### config.mk
export PLATFORM = sky130hd
export DESIGN_NAME = tpm_spi_master
export DESIGN_NICKNAME = d
export VERILOG_FILES = /design/src/rtl/tpm_spi_master.sv
export SDC_FILE = /design/constraint.sdc
export NUM_CORES = 1
export LEC_CHECK = 0
export BUFFER_PORTS_ARGS = -buffer_cell sky130_fd_sc_hd__buf_2
export CAP_MARGIN = 20
export CORE_MARGIN = 4
export CORE_UTILIZATION = 45
export CTS_BUF_LIST = sky130_fd_sc_hd__clkbuf_16
export DETAILED_ROUTE_END_ITERATION = 7
export SLEW_MARGIN = 20
export SYNTH_ARGS = -nofsm -noshare
export SYNTH_HDL_FRONTEND = slang
export SYNTH_SLANG_ARGS = --single-unit
### constraint.sdc
create_clock -name clk -period 6.5 [get_ports clk]
set_input_delay 1.3 -clock clk [delete_from_list [all_inputs] [get_ports clk]]
set_output_delay 1.3 -clock clk [all_outputs]
set_load 0.01 [all_outputs]
### src/rtl/tpm_spi_master.sv
module tpm_spi_master #(
  parameter int CLK_FREQ_HZ   = 200_000_000,
  parameter int SCK_HALF      = 2,
  parameter int WAKE_LO_US    = 1,
  parameter int WAKE_GAP_US   = 100,
  parameter int POLL_LIMIT_US = 100_000
) (
  input  logic        clk,
  input  logic        rst_n,
  input  logic        req_valid,
  output logic        req_ready,
  input  logic        req_read,
  input  logic [5:0]  req_cnt_m1,
  input  logic [23:0] req_addr,
  input  logic [7:0]  wr_data,
  input  logic        wr_valid,
  output logic        wr_ready,
  output logic [7:0]  rd_data,
  output logic        rd_valid,
  input  logic        rd_ready,
  output logic        done,
  output logic        error,
  output logic        spi_sck,
  output logic        spi_cs_n,
  output logic        spi_mosi,
  input  logic        spi_miso
);

  localparam int TPU     = (CLK_FREQ_HZ / 1_000_000 > 0) ? CLK_FREQ_HZ / 1_000_000 : 1;
  localparam int PRE_W   = $clog2(TPU + 1);
  localparam int DIV_W   = $clog2(SCK_HALF + 1);
  localparam int T_A     = (WAKE_LO_US > WAKE_GAP_US) ? WAKE_LO_US : WAKE_GAP_US;
  localparam int TMR_MAX = (T_A > POLL_LIMIT_US) ? T_A : POLL_LIMIT_US;
  localparam int TMR_W   = $clog2(TMR_MAX + 1);

  typedef enum logic [2:0] {
    S_IDLE, S_WAKE_LO, S_WAKE_GAP, S_HDR, S_POLL, S_DATA, S_ZERO, S_DONE
  } st_t;

  st_t              st;
  logic             is_rd;
  logic [5:0]       cnt_m1;
  logic [23:0]      addr;
  logic [6:0]       idx;
  logic [PRE_W-1:0] pre;
  logic [TMR_W-1:0] tmr;
  logic             sh_busy, sck_r, cs_n_r, rdv_r, done_r, err_r;
  logic [7:0]       sh_tx, sh_rx, rdd_r;
  logic [2:0]       bitn;
  logic [DIV_W-1:0] div;

  logic       us_tick, half_end, fin, more, poll_out;
  logic       rd_launch, wr_launch, lch;
  logic [1:0] hsel;
  logic [7:0] hb, lb;

  assign us_tick   = (pre == PRE_W'(TPU - 1));
  assign half_end  = sh_busy && (div == DIV_W'(SCK_HALF - 1));
  assign fin       = half_end && sck_r && (bitn == 3'd7);
  assign more      = (idx != ({1'b0, cnt_m1} + 7'd1));
  assign poll_out  = (tmr == TMR_W'(POLL_LIMIT_US));
  assign rd_launch = (st == S_DATA) && is_rd && !sh_busy && !rdv_r && more;
  assign wr_ready  = (st == S_DATA) && !is_rd && !sh_busy && more;
  assign wr_launch = wr_ready && wr_valid;
  assign hsel      = (st == S_HDR) ? idx[1:0] + 2'd1 : 2'd0;

  always_comb begin
    case (hsel)
      2'd0:    hb = {is_rd, 1'b1, cnt_m1};
      2'd1:    hb = addr[23:16];
      2'd2:    hb = addr[15:8];
      default: hb = addr[7:0];
    endcase
  end

  always_comb begin
    lch = 1'b0;
    lb  = 8'h00;
    case (st)
      S_WAKE_GAP: begin
        lch = us_tick && (tmr == TMR_W'(WAKE_GAP_US - 1));
        lb  = hb;
      end
      S_HDR: begin
        lch = fin;
        lb  = (idx == 7'd3) ? 8'h00 : hb;
      end
      S_POLL:  lch = fin && !sh_rx[0] && !poll_out;
      S_DATA: begin
        lch = rd_launch || wr_launch;
        lb  = is_rd ? 8'h00 : wr_data;
      end
      default: lch = 1'b0;
    endcase
  end

  always_ff @(posedge clk or negedge rst_n) begin
    if (!rst_n) begin
      st      <= S_IDLE;
      is_rd   <= 1'b0;
      cnt_m1  <= '0;
      addr    <= '0;
      idx     <= '0;
      pre     <= '0;
      tmr     <= '0;
      sh_busy <= 1'b0;
      sh_tx   <= '0;
      sh_rx   <= '0;
      bitn    <= '0;
      div     <= '0;
      sck_r   <= 1'b0;
      cs_n_r  <= 1'b1;
      rdv_r   <= 1'b0;
      rdd_r   <= '0;
      done_r  <= 1'b0;
      err_r   <= 1'b0;
    end else begin
      done_r <= 1'b0;
      if (rdv_r && rd_ready) rdv_r <= 1'b0;
      pre <= us_tick ? '0 : pre + PRE_W'(1);

      if (half_end) begin
        div <= '0;
        if (!sck_r) begin
          sck_r <= 1'b1;
          sh_rx <= {sh_rx[6:0], spi_miso};
        end else begin
          sck_r <= 1'b0;
          if (bitn == 3'd7) sh_busy <= 1'b0;
          else begin
            bitn  <= bitn + 3'd1;
            sh_tx <= {sh_tx[6:0], 1'b0};
          end
        end
      end else if (sh_busy) begin
        div <= div + DIV_W'(1);
      end
      if (lch) begin
        sh_busy <= 1'b1;
        sh_tx   <= lb;
        bitn    <= '0;
        div     <= '0;
      end

      case (st)
        S_IDLE: if (req_valid) begin
          is_rd  <= req_read;
          cnt_m1 <= req_cnt_m1;
          addr   <= req_addr;
          err_r  <= 1'b0;
          cs_n_r <= 1'b0;
          pre    <= '0;
          tmr    <= '0;
          st     <= S_WAKE_LO;
        end
        S_WAKE_LO: if (us_tick) begin
          if (tmr == TMR_W'(WAKE_LO_US - 1)) begin
            tmr    <= '0;
            cs_n_r <= 1'b1;
            st     <= S_WAKE_GAP;
          end else tmr <= tmr + TMR_W'(1);
        end
        S_WAKE_GAP: if (us_tick) begin
          if (tmr == TMR_W'(WAKE_GAP_US - 1)) begin
            cs_n_r <= 1'b0;
            idx    <= '0;
            st     <= S_HDR;
          end else tmr <= tmr + TMR_W'(1);
        end
        S_HDR: if (fin) begin
          if (idx == 7'd3) begin
            idx <= '0;
            tmr <= '0;
            pre <= '0;
            st  <= S_POLL;
          end else idx <= idx + 7'd1;
        end
        S_POLL: begin
          if (us_tick && !poll_out) tmr <= tmr + TMR_W'(1);
          if (fin) begin
            if (sh_rx[0]) st <= S_DATA;
            else if (poll_out) begin
              cs_n_r <= 1'b1;
              err_r  <= 1'b1;
              st     <= is_rd ? S_ZERO : S_DONE;
            end
          end
        end
        S_DATA: if (fin) begin
          idx <= idx + 7'd1;
          if (is_rd) begin
            rdd_r <= sh_rx;
            rdv_r <= 1'b1;
          end
          if (idx == {1'b0, cnt_m1}) begin
            cs_n_r <= 1'b1;
            st     <= S_DONE;
          end
        end
        S_ZERO: if (!rdv_r) begin
          if (more) begin
            rdd_r <= 8'h00;
            rdv_r <= 1'b1;
            idx   <= idx + 7'd1;
          end else st <= S_DONE;
        end
        S_DONE: if (!rdv_r) begin
          done_r <= 1'b1;
          st     <= S_IDLE;
        end
        default: st <= S_IDLE;
      endcase
    end
  end

  assign req_ready = (st == S_IDLE);
  assign rd_data   = rdd_r;
  assign rd_valid  = rdv_r;
  assign done      = done_r;
  assign error     = err_r;
  assign spi_sck   = sck_r;
  assign spi_cs_n  = cs_n_r;
  assign spi_mosi  = sh_tx[7];

endmodule

# After elaboration in Yosys (flattened, before gate mapping)

Cells that the tools add are included.

Flip-flop bits (word level): 101
Bits of input ports: 45

Multiplexer cells: 86
Eq/ne operators: 38
Add/sub/neg operators: 7
Reductions and logical operators: 44
Bitwise logic cells: 1

Operator list:

| cell                                                              | number |
|---|---|
| 17-bit 2-to-1 mux                                                 | 8 |
| 8-bit 2-to-1 mux                                                  | 14 |
| 17-bit one-hot mux with 5 select lines                            | 1 |
| 3-bit 2-to-1 mux                                                  | 19 |
| 7-bit 2-to-1 mux                                                  | 7 |
| 8-bit one-hot mux with 3 select lines                             | 2 |
| 2-bit != test (second input constant)                             | 18 |
| 8-bit one-hot mux with 2 select lines                             | 2 |
| 7-bit one-hot mux with 4 select lines                             | 1 |
| 3-bit one-hot mux with 8 select lines                             | 1 |
| 1-bit 2-to-1 mux                                                  | 23 |
| 17-bit by 1-bit adder with 17-bit output (second input constant)  | 1 |
| 17-bit == test (second input constant)                            | 1 |
| 17-bit by 7-bit == test with 1-bit output (second input constant) | 1 |
| 17-bit zero test                                                  | 1 |
| 1-bit logical AND                                                 | 16 |
| 3-bit == test (second input constant)                             | 5 |
| 14-bit AND reduction                                              | 1 |
| 11-bit AND reduction                                              | 1 |
| 5-bit AND reduction                                               | 2 |
| 2-bit nonzero test                                                | 5 |
| 5-bit nonzero test                                                | 2 |
| 8-bit by 1-bit adder with 8-bit output (second input constant)    | 1 |
| 8-bit == test (second input constant)                             | 1 |
| other kinds (28)                                                  | 42 |

# Longest topological paths before layout

Gate-level depths: netlist of the first run.

Depth in word-level cells: 9
Depth in mapped cells: 9
Gate-level depth less buffers: 8

# Least setup slack after synthesis of the first run

No wires, ideal clock.

Path type: register -> output
Start: reg cnt_m1[0]
End: out wr_ready
Data required time: 5.200 ns
Cell stages (with the launch flop): 9
Buffers on the path: 2
Data arrival time: 2.080 ns
Path slack: 3.120 ns
Cell sequence: dfrtp_1 > ha_1 > buf_2 > o21ba_2 > a221o_1 > a211oi_2 > o21a_1 > clkbuf_1 > nor4_1

Cells in the longest elaborated chain, start to end: 3

Ends and longest elaborated chain:

| element                                | line | source |
|---|---|---|
| start, declared                        | 42   | `logic [5:0] cnt_m1;` |
| start signal, assigned                 | 148  | `cnt_m1 <= req_cnt_m1;` |
| 6-bit by 1-bit adder with 7-bit output | 60   | `assign more = (idx != ({1'b0, cnt_m1} + 7'd1));` |
| 7-bit != test                          | 60   |  |
| 1-bit logical AND                      | 63   | `assign wr_ready = (st == S_DATA) && !is_rd && !sh_busy && more;` |
| end, declared                          | 17   | `output logic wr_ready,` |

Every way passes these cells.

# Final worst setup path of the first run

Ends and elaborated chain as after synthesis.

==> flow_summary.ini, run 1 <==
[global_route]
grt_max_degree = 67
antenna_found_initial = 0
first_global_vias = 4677
grt_remaining_overflow = 0
grt_pass1_wl_um = 23200
grt_usage_pct = 19.6

[synthesis]
async_reset_ff_share_pct = 100
synth_adder_area_share_pct = 1.72
synth_compound_area_share_pct = 20.4
ys_types = 71
synth_top_family_by_area = compound AO/OA/AOI/OAI gates
synth.area.top_cells = dfrtp_1 43%, mux2_2 8.7%, nand2_1 3.0%
ys_warn_count = 0
ys_seq_area_share_pct = 43.4
syn_area_per_cell_um2 = 9.96
synth_area_um2 = 5830
yosysTopAreaCellShare_pct = 43.0
synth_xor_area_share_pct = 3.01
yosys.area_share.simple_pct = 16.8
synth_cells = 585
synth_top_area_cell = dfrtp_1
synth-edff-count = 0
synthFlopType = dfrtp_1
ys_ff_latch = 101
synth_fp_nets = 638
synth.area.mux_share_pct = 11.0

[routing]
route.detailed.drc = 0
viasPerCell = 5.93
wl_um = 13800
drt_iter0_markers = 386
ant_nets = 0
vias = 4734
post_drt_wl_per_cell_um = 17.3
drt_pass1_iterations = 4

[clocking]
numClockSinks = 101
clockBufferDepth = 2
clk_latency_ps = 350
cts_resized = 0
cts_buffers = 9
clk_pin_slew_worst_paths_ps = 70
cts_tree = built
cts_hold_buffers = 0
ctsRootBufferMaster = clkbuf_16
htree_levels = 3
post_cts_buffers = 0

[min_path]
min_to = pre[0]$_DFF_PN0_
holdCritStartpoint = pre[0]$_DFF_PN0_
hold_path_depth = 1
hp-class = flop to flop

[floorplanning]
die_w_um = 122
die_h_um = 122
core-area_um2 = 12700
dieArea_um2 = 14800
num_rows = 41
start_util_pct = 46.0
ios = 61

[timing]
hold_ws_ps = 464
finalSetupTns_ps = 0
slew_violations = 0
fin_worst_skew_ps = 10.7
rsz0062_at_grt = no
relSlewSlack_pct = 36.3
max_freq_ghz = 0.245
setup-violations-final = 0
worstMarginPinSlew_ps = 955
fin_crit_sh_pct = 62.7
finalCriticalPeriod_ps = 4080
hold_violations = 0

[placement]
numPortBuffers = 60
place.gp.congestion = 0.823
dp_hpwl_um = 9930

[layout]
postLayoutCoreUtil_pct = 51.3
nets = 675
diodes = 0
layout-drive-gt1-share_pct = 22.7
area_delta_synth_final_pct = 11.6

[setup_path]
critPathArrivalTime_ps = 2780
r2r_cells = 7
regToRegSetupSlack_ps = 3450
critPathKind = flop to output pin
regToRegStartpoint = idx[0]$_DFFE_PN0P_
cp.required_ps = 5200
cp-end-kind = output pin
worstPathMaxFanout = 13
path_buf_inv = 1
r2r-end = sh_tx[6]$_DFFE_PN0P_
slowest_stage = dfrtp_1
critPathLaunchType = flop
path_cells = ha_1, o21ba_2, a221o_1, a211oi_2, o21a_1, nor4_1, buf_2
max_stage_delay_ps = 480
critical_path.top_delay_family = compound AO/OA/AOI/OAI gates

[power_and_ir_drop]
power_density_nw_per_um2 = 183
peakVddDrop_uv = 114
leakagePower_nw = 2.89

[flow_run]
drv_cap = 0

[outcome]
status = complete, no violations
[cell usage in the layout (no fill, tap or decap), drive strengths merged, types with 6 or more instances in the layout]
cell,n
o21ai,22
inv,18
o31ai,22
a22o,14
ha,8
dfrtp,100
clkbuf,9
mux2i,12
and3,11
nand2b,6
o22ai,9
buf,63
o211ai,15
nand3b,11
nand2,46
nand3,22
a31oi,7
nor3,14
xor2,11
nand4,8
nor4,9
nor2,27
mux2,46
a21oi,24
xnor2,9
a22oi,8
[worst max path at each step]
stage | cells past startpoint | startpoint | endpoint
floorplan | 8 | cnt_m1[0]$_DFFE_PN0P_ | wr_ready
global placement | 7 | cnt_m1[0]$_DFFE_PN0P_ | wr_ready
detailed placement | 7 | cnt_m1[0]$_DFFE_PN0P_ | wr_ready
CTS | 7 | cnt_m1[0]$_DFFE_PN0P_ | wr_ready
global route | 7 | cnt_m1[0]$_DFFE_PN0P_ | wr_ready
finish | 7 | cnt_m1[0]$_DFFE_PN0P_ | wr_ready
[cells in the mapped netlist, types with 5 or more instances]
master	instances
a21oi_1	24
a22o_1	14
a22oi_1	8
a31oi_1	7
and3_1	11
buf_2	10
clkbuf_1	24
dfrtp_1	100
ha_1	8
inv_1	15
mux2_2	45
mux2i_1	12
nand2_1	46
nand2b_1	6
nand3_1	21
nand3b_1	11
nand4_1	8
nor2_1	27
nor3_1	14
nor4_1	8
o211ai_1	15
o21ai_0	19
o22ai_1	9
o31ai_1	21
o41ai_1	5
xnor2_1	9
xor2_1	11
[logic make-up after synthesis]
logic type,count (synthesis)
compound gates,165
mux,58
fa+ha+maj,8
simple gates,181
buf+inv,52
xor+xnor,20
flops,101
[flip-flops by register name, summed over array words and instances (netlist names), 2 cells and up]
register	flops
addr	24
st	3
rd_data	8
pre	8
idx	7
sh_tx	8
tmr	17
bitn	3
cnt_m1	6
div	2
sh_rx	8
[power by group]
group	leakage, nW	total [mW]	internal [mW]	switching, mW
logic	1.44	0.0266	0.0100	0.0165
clock network	0.143	0.534	0.297	0.237
registers	1.32	0.628	0.628	0.0000000000000000398
[metrics by stage]
step                power [mW]  instance area [um^2]  cells  worst slack [ps]
global route              1.24                  6500    798              2250
floorplan                0.641                  5830    585              3120
global placement         0.668                  6210    783              2860
CTS                       1.21                  6500    798              2390
finish                    1.19                  6500    798              2420
detailed placement       0.668                  6210    783              2790
[final cells by class]
cell class | instances | area, um^2
Clock buffer | 9 | 225
Clock inverter | 6 | 63.8
Fill cell | 1201 | 6170
Inverter | 15 | 56.3
Multi-Input combinational cell | 432 | 3090
Sequential cell | 101 | 2530
Tap cell | 172 | 215
Timing Repair Buffer | 63 | 325
[metal layers]
layer,vias to the layer above,global-route usage (%),routed length (um)
met5,-,0,0
met4,0,7.07,210
met3,13,3.57,534
met2,95,30.7,6530
met1,2336,27.2,6570
li1,2290,-,-
No activity file was read; power rests on OpenSTA's default activity.
==> run 2, diff against run 1 <==
- clock period: 6.5 -> 4.3 ns (I/O delays scaled with it)
==> flow_summary.ini, run 2 (synthesis results as in run 1) <==
[timing]
finalSetupTns_ps = 0
hold_violations = 0
max_freq_ghz = 0.274
worstMarginPinSlew_ps = 890
fin_worst_skew_ps = 6.08
setup-violations-final = 0
hold_ws_ps = 457
relSlewSlack_pct = 40.7
rsz0062_at_grt = no
fin_crit_sh_pct = 84.8
finalCriticalPeriod_ps = 3650
slew_violations = 0

[global_route]
first_global_vias = 4639
grt_remaining_overflow = 0
antenna_found_initial = 0
grt_max_degree = 85
grt_pass1_wl_um = 23300
grt_usage_pct = 19.5

[power_and_ir_drop]
total_power_mw = 1.96
power_density_nw_per_um2 = 298
leakagePower_nw = 2.92
peakVddDrop_uv = 165

[flow_run]
drv_cap = 0

[layout]
final_common_cell = dfrtp_1
layout-drive-gt1-share_pct = 23.0
diodes = 0
area_delta_synth_final_pct = 12.8
largest-register = addr
final_area_um2 = 6570
nets = 675
largest_reg_flops = 24
reg_top3 = addr: 24 flops, tmr: 17 flops
instances_no_fill = 799
mostFrequentLayoutCells = 100 x dfrtp_1, 59 x buf_2, 46 x nand2_1

[floorplanning]
die_w_um = 122
start_util_pct = 46.0
num_rows = 41
die_h_um = 122
core-area_um2 = 12700
dieArea_um2 = 14800
ios = 61

[placement]
numPortBuffers = 60
dp_hpwl_um = 9900
placed_cells = 783
place.gp.congestion = 0.827
placed_area_um2 = 6210

[setup_path]
max_stage_delay_ps = 480
cp.required_ps = 3440
slowest_stage = dfrtp_1
worstPathMaxFanout = 13
critPathArrivalTime_ps = 2790
path_cells = ha_1, o21ba_2, a221o_1, a211oi_2, o21a_1, nor4_1, buf_2
regToRegSetupSlack_ps = 1280
critPathLaunchType = flop
r2r-end = sh_tx[6]$_DFFE_PN0P_
critPathKind = flop to output pin
regToRegStartpoint = idx[0]$_DFFE_PN0P_
r2r_cells = 7
cp-end-kind = output pin

[min_path]
holdCritStartpoint = pre[0]$_DFF_PN0_
hp-class = flop to flop
min_to = pre[0]$_DFF_PN0_
hold_path_depth = 1

[clocking]
cts_hold_buffers = 0
cts_resized = 0
clk_latency_ps = 350
post_cts_buffers = 0
numClockSinks = 101
ctsRootBufferMaster = clkbuf_16
htree_levels = 3
clockBufferDepth = 2
clk_pin_slew_worst_paths_ps = 70
cts_buffers = 9
cts_tree = built

[routing]
ant_nets = 0
vias = 4740
wl_um = 14000
drt_pass1_iterations = 5
viasPerCell = 5.93
post_drt_wl_per_cell_um = 17.5
drt_iter0_markers = 522
route.detailed.drc = 0

[outcome]
status = complete, no violations
## run 2: changes by cell type in the layout (fill, tap and decap cells not counted)
cell,change
bufinv_16,+2
inv_8,+2
buf_4,-1
buf_6,+1
clkinv_2,-1
inv_1,-1
inv_6,-1
## run 2: how the worst max path moves through the flow
stage / start / to / slack [ps]
2_1_floorplan: cnt_m1[0]$_DFFE_PN0P_ / wr_ready / 1360
6_report: cnt_m1[0]$_DFFE_PN0P_ / wr_ready / 650
4_1_cts: cnt_m1[0]$_DFFE_PN0P_ / wr_ready / 640
5_1_grt: cnt_m1[0]$_DFFE_PN0P_ / wr_ready / 500
3_3_place_gp: cnt_m1[0]$_DFFE_PN0P_ / wr_ready / 1120
3_5_place_dp: cnt_m1[0]$_DFFE_PN0P_ / wr_ready / 1030
## run 2: power breakdown
part / switching, mW / leakage [nW] / internal [mW]
registers: 0.0000000000000000619 / 1.32 / 0.949
logic: 0.0249 / 1.44 / 0.0155
clock network: 0.391 / 0.170 / 0.579
## run 2: routing by layer
layer | up-vias | part of all wire (%) | global-route usage (%)
met5 | - | 0 | 0
met4 | 0 | 1.2 | 5.25
met3 | 15 | 4.0 | 3.62
met2 | 105 | 46 | 30.0
met1 | 2337 | 49 | 28.4
li1 | 2283 | - | -
## run 2: critical path, delay by kind of cell, from the launching register on
family                   cells  cell delay, ps
adder cells (fa/ha/maj)      1             340
flip-flops                   1             480
AND/OR/NAND/NOR              1              90
AO/OA/AOI/OAI                4            1360
buffers and inverters        1             160
## run 2: cell type report
cell class	instances	area [um^2]
tap	172	215
timing repair buffer	63	329
inverter	15	56.3
clock buffer	9	225
multi-input combinational	432	3090
sequential	101	2530
fill	1197	6100
clock inverter	7	129
## run 2: per-stage QoR
stage | util (%) | setup slack [ps]
2_1_floorplan | - | 1360
3_3_place_gp | 49.0 | 1120
3_5_place_dp | 49.0 | 1030
4_1_cts | 51.8 | 640
5_1_grt | 51.8 | 496
6_report | 51.8 | 654
